===== src/rtl/modereg_pkg.sv =====
package modereg_pkg;

    localparam int WORD_W = 55;
    localparam int VSEL_W = 4;
    localparam int HSEL_W = 2;
    localparam int TSRC_W = 3;
    localparam int CH_W   = 2;

    localparam int VSEL_LSB  = 0;
    localparam int HSEL_LSB  = VSEL_LSB + VSEL_W;
    localparam int SRCA_LSB  = HSEL_LSB + HSEL_W;
    localparam int SRCB_LSB  = SRCA_LSB + TSRC_W;
    localparam int MAG_BIT   = SRCB_LSB + TSRC_W;
    localparam int TSEP_BIT  = MAG_BIT + 1;
    localparam int DSEL_BIT  = TSEP_BIT + 1;
    localparam int VTRIG_BIT = DSEL_BIT + 1;
    localparam int AUTO_BIT  = VTRIG_BIT + 1;
    localparam int CHOP_BIT  = AUTO_BIT + 1;
    localparam int N_PATHS   = 2;

    typedef enum logic [TSRC_W-1:0] {
        SRC_CH1  = 3'd0,
        SRC_CH2  = 3'd1,
        SRC_CH3  = 3'd2,
        SRC_CH4  = 3'd3,
        SRC_ADD  = 3'd4,
        SRC_LINE = 3'd5,
        SRC_CAL  = 3'd6,
        SRC_RSV  = 3'd7
    } tsrc_e;

    typedef struct packed {
        logic [VSEL_W-1:0] vsel;
        logic [HSEL_W-1:0] hsel;
        logic [TSRC_W-1:0] src_a;
        logic [TSRC_W-1:0] src_b;
        logic              mag;
        logic              tsep;
        logic              dsel;
        logic              vtrig;
        logic              autolvl;
        logic              chop;
    } mode_t;

    function automatic mode_t unpack_word(input logic [WORD_W-1:0] w);
        mode_t m;
        m.vsel    = w[VSEL_LSB +: VSEL_W];
        m.hsel    = w[HSEL_LSB +: HSEL_W];
        m.src_a   = w[SRCA_LSB +: TSRC_W];
        m.src_b   = w[SRCB_LSB +: TSRC_W];
        m.mag     = w[MAG_BIT];
        m.tsep    = w[TSEP_BIT];
        m.dsel    = w[DSEL_BIT];
        m.vtrig   = w[VTRIG_BIT];
        m.autolvl = w[AUTO_BIT];
        m.chop    = w[CHOP_BIT];
        return m;
    endfunction

    function automatic logic [TSRC_W-1:0] clean_src(input logic [TSRC_W-1:0] c);
        return (c == SRC_RSV) ? SRC_CH1 : c;
    endfunction

endpackage


===== src/rtl/modereg_shifter.sv =====
module modereg_shifter
    import modereg_pkg::*;
#(
    parameter int W = WORD_W
) (
    input  logic         clk,
    input  logic         rst,
    input  logic         sdi,
    input  logic         shift_en,
    output logic [W-1:0] shadow
);

    always_ff @(posedge clk) begin
        if (rst)
            shadow <= '0;
        else if (shift_en)
            shadow <= {shadow[W-2:0], sdi};
    end


    shift_in_chk: assert property (@(posedge clk) disable iff (rst)
        shift_en |=> shadow[0] == $past(sdi));


    shift_hold_chk: assert property (@(posedge clk) disable iff (rst)
        !shift_en |=> $stable(shadow));

endmodule


===== src/rtl/modereg_hold.sv =====
module modereg_hold
    import modereg_pkg::*;
#(
    parameter int W = WORD_W
) (
    input  logic         clk,
    input  logic         rst,
    input  logic         load,
    input  logic [W-1:0] shadow,
    output mode_t        mode,
    output logic         track
);

    logic [W-1:0] held;

    always_ff @(posedge clk) begin
        if (rst)
            held <= '0;
        else if (load)
            held <= shadow;
    end

    always_comb begin
        mode  = unpack_word(held);
        track = mode.vtrig & ~mode.autolvl & ~mode.chop;
    end


    hold_stable_chk: assert property (@(posedge clk) disable iff (rst)
        !load |=> $stable(mode));


    hold_load_chk: assert property (@(posedge clk) disable iff (rst)
        load |=> mode.vsel == $past(shadow[VSEL_LSB +: VSEL_W]));

endmodule


===== src/rtl/modereg_trig_gate.sv =====
module modereg_trig_gate
    import modereg_pkg::*;
(
    input  logic              clk,
    input  logic              rst,
    input  logic              holdoff,
    input  logic              track,
    input  logic [TSRC_W-1:0] field,
    input  logic [CH_W-1:0]   vseq,
    output logic [TSRC_W-1:0] src_out
);

    logic [TSRC_W-1:0] wanted;

    always_comb begin
        if (track)
            wanted = {{(TSRC_W-CH_W){1'b0}}, vseq};
        else
            wanted = clean_src(field);
    end

    always_ff @(posedge clk) begin
        if (rst)
            src_out <= SRC_CH1;
        else if (holdoff)
            src_out <= wanted;
    end


    trig_guard_chk: assert property (@(posedge clk) disable iff (rst)
        !holdoff |=> $stable(src_out));


    trig_code_chk: assert property (@(posedge clk) disable iff (rst)
        src_out != SRC_RSV);


    trig_track_chk: assert property (@(posedge clk) disable iff (rst)
        (holdoff && track) |=> src_out == {1'b0, $past(vseq)});


    trig_field_chk: assert property (@(posedge clk) disable iff (rst)
        (holdoff && !track && $past(1'b1)) |=> src_out == clean_src($past(field)));

endmodule


===== src/rtl/modereg_ctl.sv =====
module modereg_ctl
    import modereg_pkg::*;
#(
    parameter int W = WORD_W
) (
    input  logic              clk,
    input  logic              rst,
    input  logic              sdi,
    input  logic              shift_en,
    input  logic              load,
    input  logic              holdoff,
    input  logic [CH_W-1:0]   vseq_ch,
    output logic [VSEL_W-1:0] vsel,
    output logic [HSEL_W-1:0] hsel,
    output logic [TSRC_W-1:0] trig_src_a,
    output logic [TSRC_W-1:0] trig_src_b,
    output logic              mag_x10,
    output logic              trace_sep,
    output logic              dly_sel
);

    logic [W-1:0]      shadow;
    mode_t             mode;
    logic              track;
    logic [TSRC_W-1:0] fields [N_PATHS];
    logic [TSRC_W-1:0] srcs   [N_PATHS];

    modereg_shifter #(.W(W)) u_shift (
        .clk      (clk),
        .rst      (rst),
        .sdi      (sdi),
        .shift_en (shift_en),
        .shadow   (shadow)
    );

    modereg_hold #(.W(W)) u_hold (
        .clk    (clk),
        .rst    (rst),
        .load   (load),
        .shadow (shadow),
        .mode   (mode),
        .track  (track)
    );

    assign fields[0] = mode.src_a;
    assign fields[1] = mode.src_b;

    for (genvar p = 0; p < N_PATHS; p++) begin : g_path
        modereg_trig_gate u_gate (
            .clk     (clk),
            .rst     (rst),
            .holdoff (holdoff),
            .track   (track),
            .field   (fields[p]),
            .vseq    (vseq_ch),
            .src_out (srcs[p])
        );
    end

    assign vsel       = mode.vsel;
    assign hsel       = mode.hsel;
    assign mag_x10    = mode.mag;
    assign trace_sep  = mode.tsep;
    assign dly_sel    = mode.dsel;
    assign trig_src_a = srcs[0];
    assign trig_src_b = srcs[1];


    reset_state_chk: assert property (@(posedge clk)
        rst |=> (vsel == '0 && hsel == '0 && trig_src_a == '0 && trig_src_b == '0));

endmodule


===== config.mk =====
export PLATFORM = sky130hd
export DESIGN_NAME = modereg_ctl
export DESIGN_NICKNAME = d
export VERILOG_FILES = /design/src/rtl/modereg_pkg.sv /design/src/rtl/modereg_shifter.sv /design/src/rtl/modereg_hold.sv /design/src/rtl/modereg_trig_gate.sv /design/src/rtl/modereg_ctl.sv
export SDC_FILE = /design/constraint.sdc
export NUM_CORES = 1
export LEC_CHECK = 0
export ABC_AREA = 1
export BUFFER_PORTS_ARGS = -buffer_cell sky130_fd_sc_hd__buf_2
export CAP_MARGIN = 0
export CORE_MARGIN = 2
export CORE_UTILIZATION = 45
export CTS_CLUSTER_DIAMETER = 60
export DETAILED_ROUTE_END_ITERATION = 10
export GPL_ROUTABILITY_DRIVEN = 0
export PLACE_DENSITY = 0.68
export SLEW_MARGIN = 30
export SYNTH_ARGS = -nofsm -noshare
export SYNTH_HDL_FRONTEND = slang
export SYNTH_SLANG_ARGS = --single-unit

===== constraint.sdc =====
create_clock -name clk -period 0.8 [get_ports clk]
set_input_delay 0.2 -clock clk [delete_from_list [all_inputs] [get_ports clk]]
set_output_delay 0.2 -clock clk [all_outputs]
set_load 0.02 [all_outputs]

==> results.sh, run 1 <==
export IMPL_outcome="finished with violations"
export IMPL_violations="negative setup slack"
export IMPL_power_leakage_nw=0.877
export IMPL_arrival_ps=820
export IMPL_min_to="u_shift.shadow[0]$_SDFFE_PP0P_"
export IMPL_slowest_stage="dfxtp_2"
export IMPL_final_nets=237
export IMPL_drv_slew=0
export IMPL_hold_class="in2reg"
export IMPL_hpwlAfterDp_um=2000
export IMPL_ys_seq_area_share_pct=53.8
export IMPL_insertion_delay_ps=350
export IMPL_crit_type="reg2out"
export IMPL_vias=1322
export IMPL_wl_per_cell_um=11.3
export IMPL_ioPinCount=23
export IMPL_critical_path_top_delay_family="flip-flops"
export IMPL_r2r_start="u_hold.held[16]$_SDFFE_PP0P_"
export IMPL_grt_max_degree=30
export IMPL_hold_ws_ps=76.1
export IMPL_grt_first_pass_wirelength_um=5250
export IMPL_ff2ff_setup_slack_ps=-70
export IMPL_ys_types=14
export IMPL_die_x_um=62.9
export IMPL_startpoint_type="register"
export IMPL_crit_path_end_kind="primary output"
export IMPL_num_rows=21
export IMPL_power_total_mw=4.25
export IMPL_worstHoldStart="sdi"
export IMPL_core_area_um2=3340
export IMPL_drive_gt1_share_pct=37.4
export IMPL_period_needed_ps=1020
export IMPL_drt_iter0_drc=56
export IMPL_worst_slack_ps=-223
export IMPL_grt_busiest_layer="met2"
export IMPL_drtPass1Iterations=4
export IMPL_worstPathRequired_ps=600
export IMPL_ff_latch_area_um2=867
export IMPL_pwr_density_cell_nw_per_um2=2060
export IMPL_drv_cap=0
export IMPL_area_delta_synth_final_pct=32.2
export IMPL_portBuffers=22
export IMPL_first_global_vias=1195
export IMPL_detail_route_antenna_nets=0
export IMPL_tightest_slew_ps=230
export IMPL_cts_tree="done"
export IMPL_rr_worst_depth=5
export IMPL_fp_dieH_um=62.9
export IMPL_cpPeakStageDelay_ps=360
export IMPL_grt_util_met2_pct=26.7
export IMPL_multi_input_area_um2=647
export IMPL_synth_seq_cells=42
export IMPL_critical_path_cell_chain="buf_6"
export IMPL_period_share_pct=128
export IMPL_dieArea_um2=3960
export IMPL_grt_use_met3_pct=4.32
export IMPL_rsz0062_at_grt="true"
export IMPL_cts_buffers=5
export IMPL_clk_pin_slew_worst_paths_ps=120
export IMPL_diodes=0
export IMPL_grt_util_all_layers_pct=16.9
export IMPL_hold_depth=3
export IMPL_fmax_mhz=978
export IMPL_tns_ps=-3400
export IMPL_cts_buffer_depth=2
export IMPL_via_per_inst=4.79
export IMPL_finalHoldViolations=0
export IMPL_global_route_usage_met1_pct=21.2
export IMPL_antenna_found_initial=0
export IMPL_fill_cells=307
export IMPL_htree_levels=2
export IMPL_drc=0
export IMPL_timing_critical_path_buf_inv=1
export IMPL_netlist_instances=198
export IMPL_synth_nets=206
export IMPL_cts_hold_repair_buffers=0
export IMPL_ir_drop_uv=1170
export IMPL_cts_root_buf="clkbuf_4"
export IMPL_skew_ps=7.33
export IMPL_r2r_end="g_path[1].u_gate.src_out[0]$_SDFFE_PP0P_"
export IMPL_avgSynthCellArea_um2=7.89
export IMPL_syn_area_um2=1560
export IMPL_wl_um=3110
export IMPL_grt_overflow=0
export IMPL_pre_cts_ws_ps=-87.8
export IMPL_clock_sinks=42
export IMPL_maxSlewHeadroom_pct=84.5
export IMPL_start_util_pct=46.8
export IMPL_yosysWarningCount=0
export IMPL_worst_path_max_fanout=2
export IMPL_setup_viol=19
[report_power, final]
group | leakage (nW) | switching, mW | internal [mW]
clock network | 0.0395 | 0.661 | 0.663
registers | 0.354 | 0.0921 | 2.23
logic | 0.483 | 0.313 | 0.287
total | 0.877 | 1.07 | 3.19
[synth_stat cells, drive strengths merged]
master / instances / area, um2
inv: 8 / 30.0
buf: 14 / 100
a21oi: 12 / 60.1
nand3: 9 / 50.1
nand2: 5 / 18.8
o21ai: 40 / 200
or2: 2 / 12.5
nor2: 64 / 240
clkbuf: 2 / 10.0
dfxtp: 42 / 841
[logic make-up after synthesis]
logic type	share of synthesized area (%)
flops	53.8
compound gates	16.7
simple gates	20.6
buf+inv	8.97
[state kept, by name, indices dropped and copies added (netlist names)]
name	count
u_shift.shadow	18
u_hold.held	18
g_path.u_gate.src_out	6
[worst register-to-register path, cell delays in order (launching register included)]
cell,delay [ps]
dfxtp_2,340
inv_2,70
nand3_4,120
nand2_4,100
nand2_2,80
a21oi_2,110
[metrics by stage]
step	std cells	utilization (%)	instance area, um2
floorplan	198	-	1560
global placement	265	53.4	1780
detailed placement	265	53.4	1780
CTS	275	60.8	2030
global route	276	61.9	2070
finish	276	61.9	2070
[area by class of cell]
class | count | area share, %
clock inverters | 1 | 1.45
clock buffers | 7 | 2.18
flip-flops and latches | 42 | 42.0
inverters | 8 | 1.45
repair buffers | 40 | 18.8
well taps | 46 | 2.79
multi-input cells | 132 | 31.3
[per-layer routing]
metal  part of all wire (%)  vias up
met3                    3.2        8
met1                     49      585
met2                     46       32
met5                      0        -
li1                       -      697
met4                    2.5        0
[worst max-delay path by stage]
stage	depth (start not counted)	to	from	slack, ps
3_5_place_dp	5	u_hold.held[6]$_SDFFE_PP0P_	load	-90
5_1_grt	1	trig_src_b[0]	g_path[1].u_gate.src_out[0]$_SDFFE_PP0P_	-280
2_1_floorplan	5	g_path[0].u_gate.src_out[0]$_SDFFE_PP0P_	u_hold.held[16]$_SDFFE_PP0P_	20
6_report	1	trig_src_b[0]	g_path[1].u_gate.src_out[0]$_SDFFE_PP0P_	-220
4_1_cts	1	mag_x10	u_hold.held[12]$_SDFFE_PP0P_	-230
3_3_place_gp	5	u_hold.held[14]$_SDFFE_PP0P_	load	-90
[cells in the final DEF, fill, tap and decap left out]
| cell type | Yosys | final |
|---|---|---|
| nor2_1 | 64 | 64 |
| o21ai_0 | 40 | 40 |
| dfxtp_2 | 0 | 21 |
| dfxtp_1 | 42 | 21 |
| buf_6 | 2 | 15 |
| buf_4 | 7 | 14 |
| a21oi_2 | 0 | 8 |
| buf_2 | 5 | 7 |
| nand3_1 | 8 | 6 |
| inv_2 | 2 | 5 |
| clkbuf_4 | 0 | 5 |
| a21oi_1 | 12 | 4 |
| buf_12 | 0 | 4 |
| inv_1 | 6 | 3 |
| nand2_4 | 0 | 2 |
| or2_0 | 2 | 2 |
| nand3_2 | 1 | 2 |
| nand2_1 | 5 | 2 |
| clkbuf_1 | 0 | 2 |
| nand3_4 | 0 | 1 |
| nand2_2 | 0 | 1 |
| bufinv_16 | 0 | 1 |
[timing repair]
item / 4_1_cts / 5_1_grt
endpoints found under the setup margin: 21 / 21
buffers inserted: 2 / 1
gates cloned: 0 / 0
pin swaps: 3 / 4
gates resized for setup: 62 / 8
No activity file was read; power rests on OpenSTA's default activity.
==> run 2, diff against run 1 <==
--- a/config.mk
+++ b/config.mk
@@ -13,7 +13,7 @@
 export CTS_CLUSTER_DIAMETER = 60
 export DETAILED_ROUTE_END_ITERATION = 10
 export GPL_ROUTABILITY_DRIVEN = 0
-export PLACE_DENSITY = 0.68
+export PLACE_DENSITY = 0.72
 export SLEW_MARGIN = 30
 export SYNTH_ARGS = -nofsm -noshare
 export SYNTH_HDL_FRONTEND = slang
==> run 2 against run 1 <==
The run still ends with negative setup slack left. Final cell count increased by 2.5%. Fmax increased by 0.71%. Register-to-register slack about the same. Sequential power about the same. Clock power decreased by 27%. Setup slack improved by 7.2 ps. Utilization decreased by 0.23 points. Die area unchanged. Critical path type unchanged. Power decreased by 8.1%. Sequential share of layout area increased by 0.27 points.
==> results.sh, run 2 (same netlist as run 1, synthesis figures left out) <==
export IMPL_hold_class="in2reg"
export IMPL_power_leakage_nw=0.887
export IMPL_cts_buffers=5
export IMPL_grt_overflow=0
export IMPL_detail_route_antenna_nets=0
export IMPL_wl_per_cell_um=11.3
export IMPL_start_util_pct=46.8
export IMPL_drc=0
export IMPL_cts_buffer_depth=2
export IMPL_startpoint_type="register"
export IMPL_grt_util_all_layers_pct=17.6
export IMPL_place_inst=270
export IMPL_cts_tree="done"
export IMPL_period_needed_ps=1020
export IMPL_clock_sinks=42
export IMPL_outcome="finished with violations"
export IMPL_drtPass1Iterations=4
export IMPL_cts_hold_repair_buffers=0
export IMPL_critical_path_cell_chain="buf_6"
export IMPL_mostFrequentLayoutCells="nor2_1 (64), o21ai_0 (40), buf_4 (24), dfxtp_2 (23), dfxtp_1 (19)"
export IMPL_fp_dieH_um=62.9
export IMPL_worst_path_max_fanout=2
export IMPL_pwr_density_cell_nw_per_um2=1900
export IMPL_crit_path_end_kind="primary output"
export IMPL_wl_um=3210
export IMPL_pre_cts_ws_ps=-156
export IMPL_grt_max_degree=25
export IMPL_rr_worst_depth=5
export IMPL_num_rows=21
export IMPL_portBuffers=22
export IMPL_tightest_slew_ps=251
export IMPL_drv_slew=0
export IMPL_ioPinCount=23
export IMPL_clk_pin_slew_worst_paths_ps=110
export IMPL_skew_ps=4.56
export IMPL_path_depth=1
export IMPL_die_x_um=62.9
export IMPL_finalHoldViolations=0
export IMPL_insertion_delay_ps=350
export IMPL_period_share_pct=127
export IMPL_worst_slack_ps=-216
export IMPL_dieArea_um2=3960
export IMPL_area_delta_synth_final_pct=31.7
export IMPL_slowest_stage="dfxtp_2"
export IMPL_top_regs="u_hold.held (18), u_shift.shadow (18), g_path.u_gate.src_out (6)"
export IMPL_critical_path_top_delay_family="flip-flops"
export IMPL_layout_cells_non_filler=283
export IMPL_final_common_cell="nor2_1"
export IMPL_drt_iter0_drc=61
export IMPL_core_area_um2=3340
export IMPL_hold_ws_ps=71.2
export IMPL_setup_viol=19
export IMPL_fmax_mhz=985
export IMPL_rsz0062_at_grt="true"
export IMPL_multi_input_area_um2=632
export IMPL_crit_type="reg2out"
export IMPL_timing_critical_path_buf_inv=1
export IMPL_first_global_vias=1262
export IMPL_grt_first_pass_wirelength_um=5350
export IMPL_diodes=0
export IMPL_final_nets=245
export IMPL_hpwlAfterDp_um=2060
export IMPL_cpPeakStageDelay_ps=360
export IMPL_drv_cap=0
export IMPL_cts_root_buf="clkbuf_4"
export IMPL_htree_levels=2
export IMPL_worstPathRequired_ps=600
export IMPL_violations="negative setup slack"
export IMPL_tns_ps=-3340
export IMPL_fill_cells=317
export IMPL_vias=1365
export IMPL_via_per_inst=4.82
export IMPL_ir_drop_uv=1440
export IMPL_antenna_found_initial=0
export IMPL_arrival_ps=820
export IMPL_drive_gt1_share_pct=40.1
export IMPL_hold_depth=3
export IMPL_ff_latch_area_um2=870
export IMPL_maxSlewHeadroom_pct=83.3
run 2: cell count changes in the layout (fill, tap and decap cells not counted), moves of 2 or more:
| cell | delta |
|---|---|
| buf_4 | +10 |
| buf_12 | -2 |
| dfxtp_1 | -2 |
| dfxtp_2 | +2 |
| nand2_2 | +2 |
| nand2_4 | -2 |
run 2: per-layer routing:
| metal | track usage (%) | up-vias | wire (um) |
|---|---|---|---|
| li1 | - | 713 | - |
| met1 | 20.7 | 624 | 1480 |
| met2 | 28.1 | 22 | 1530 |
| met3 | 6.67 | 6 | 114 |
| met4 | 8.33 | 0 | 74 |
| met5 | 0 | - | 0 |
run 2: timing repair:
action | in CTS | in global routing
pin swaps | 0 | 7
buffers inserted | 1 | 5
gates resized for setup | 50 | 20
endpoints found under the setup margin | 21 | 21
run 2: final timing paths:
check	start	end	slack (ps)
worst max-delay path	g_path[0].u_gate.src_out[1]$_SDFFE_PP0P_	trig_src_a[1]	-220
worst min-delay path	sdi	u_shift.shadow[0]$_SDFFE_PP0P_	70
worst max register to register	u_hold.held[17]$_SDFFE_PP0P_	g_path[0].u_gate.src_out[0]$_SDFFE_PP0P_	-60
worst min register to register	u_hold.held[8]$_SDFFE_PP0P_	u_hold.held[8]$_SDFFE_PP0P_	480
run 2: final cells by class:
class                   instances  share of cell area [%]
flip-flops and latches         42                    42.2
multi-input cells             132                    30.7
repair buffers                 48                    20.6
well taps                      46                    2.80
clock buffers                   7                    2.19
inverters                       8                    1.46
run 2: stage by stage:
stage          total power, mW  util [%]  cell area (um2)
3_3_place_gp              2.83      53.8             1800
4_1_cts                   3.88      59.1             1970
3_5_place_dp              2.84      53.8             1800
5_1_grt                   4.15      61.7             2060
6_report                  3.91      61.7             2060
2_1_floorplan             2.67         -             1560
run 2: where the power goes:
| part | internal (mW) | switching (mW) | leakage (nW) |
|---|---|---|---|
| clock | 0.332 | 0.636 | 0.0254 |
| combinational | 0.298 | 0.312 | 0.506 |
| sequential | 2.24 | 0.0919 | 0.355 |
| total | 2.87 | 1.04 | 0.887 |
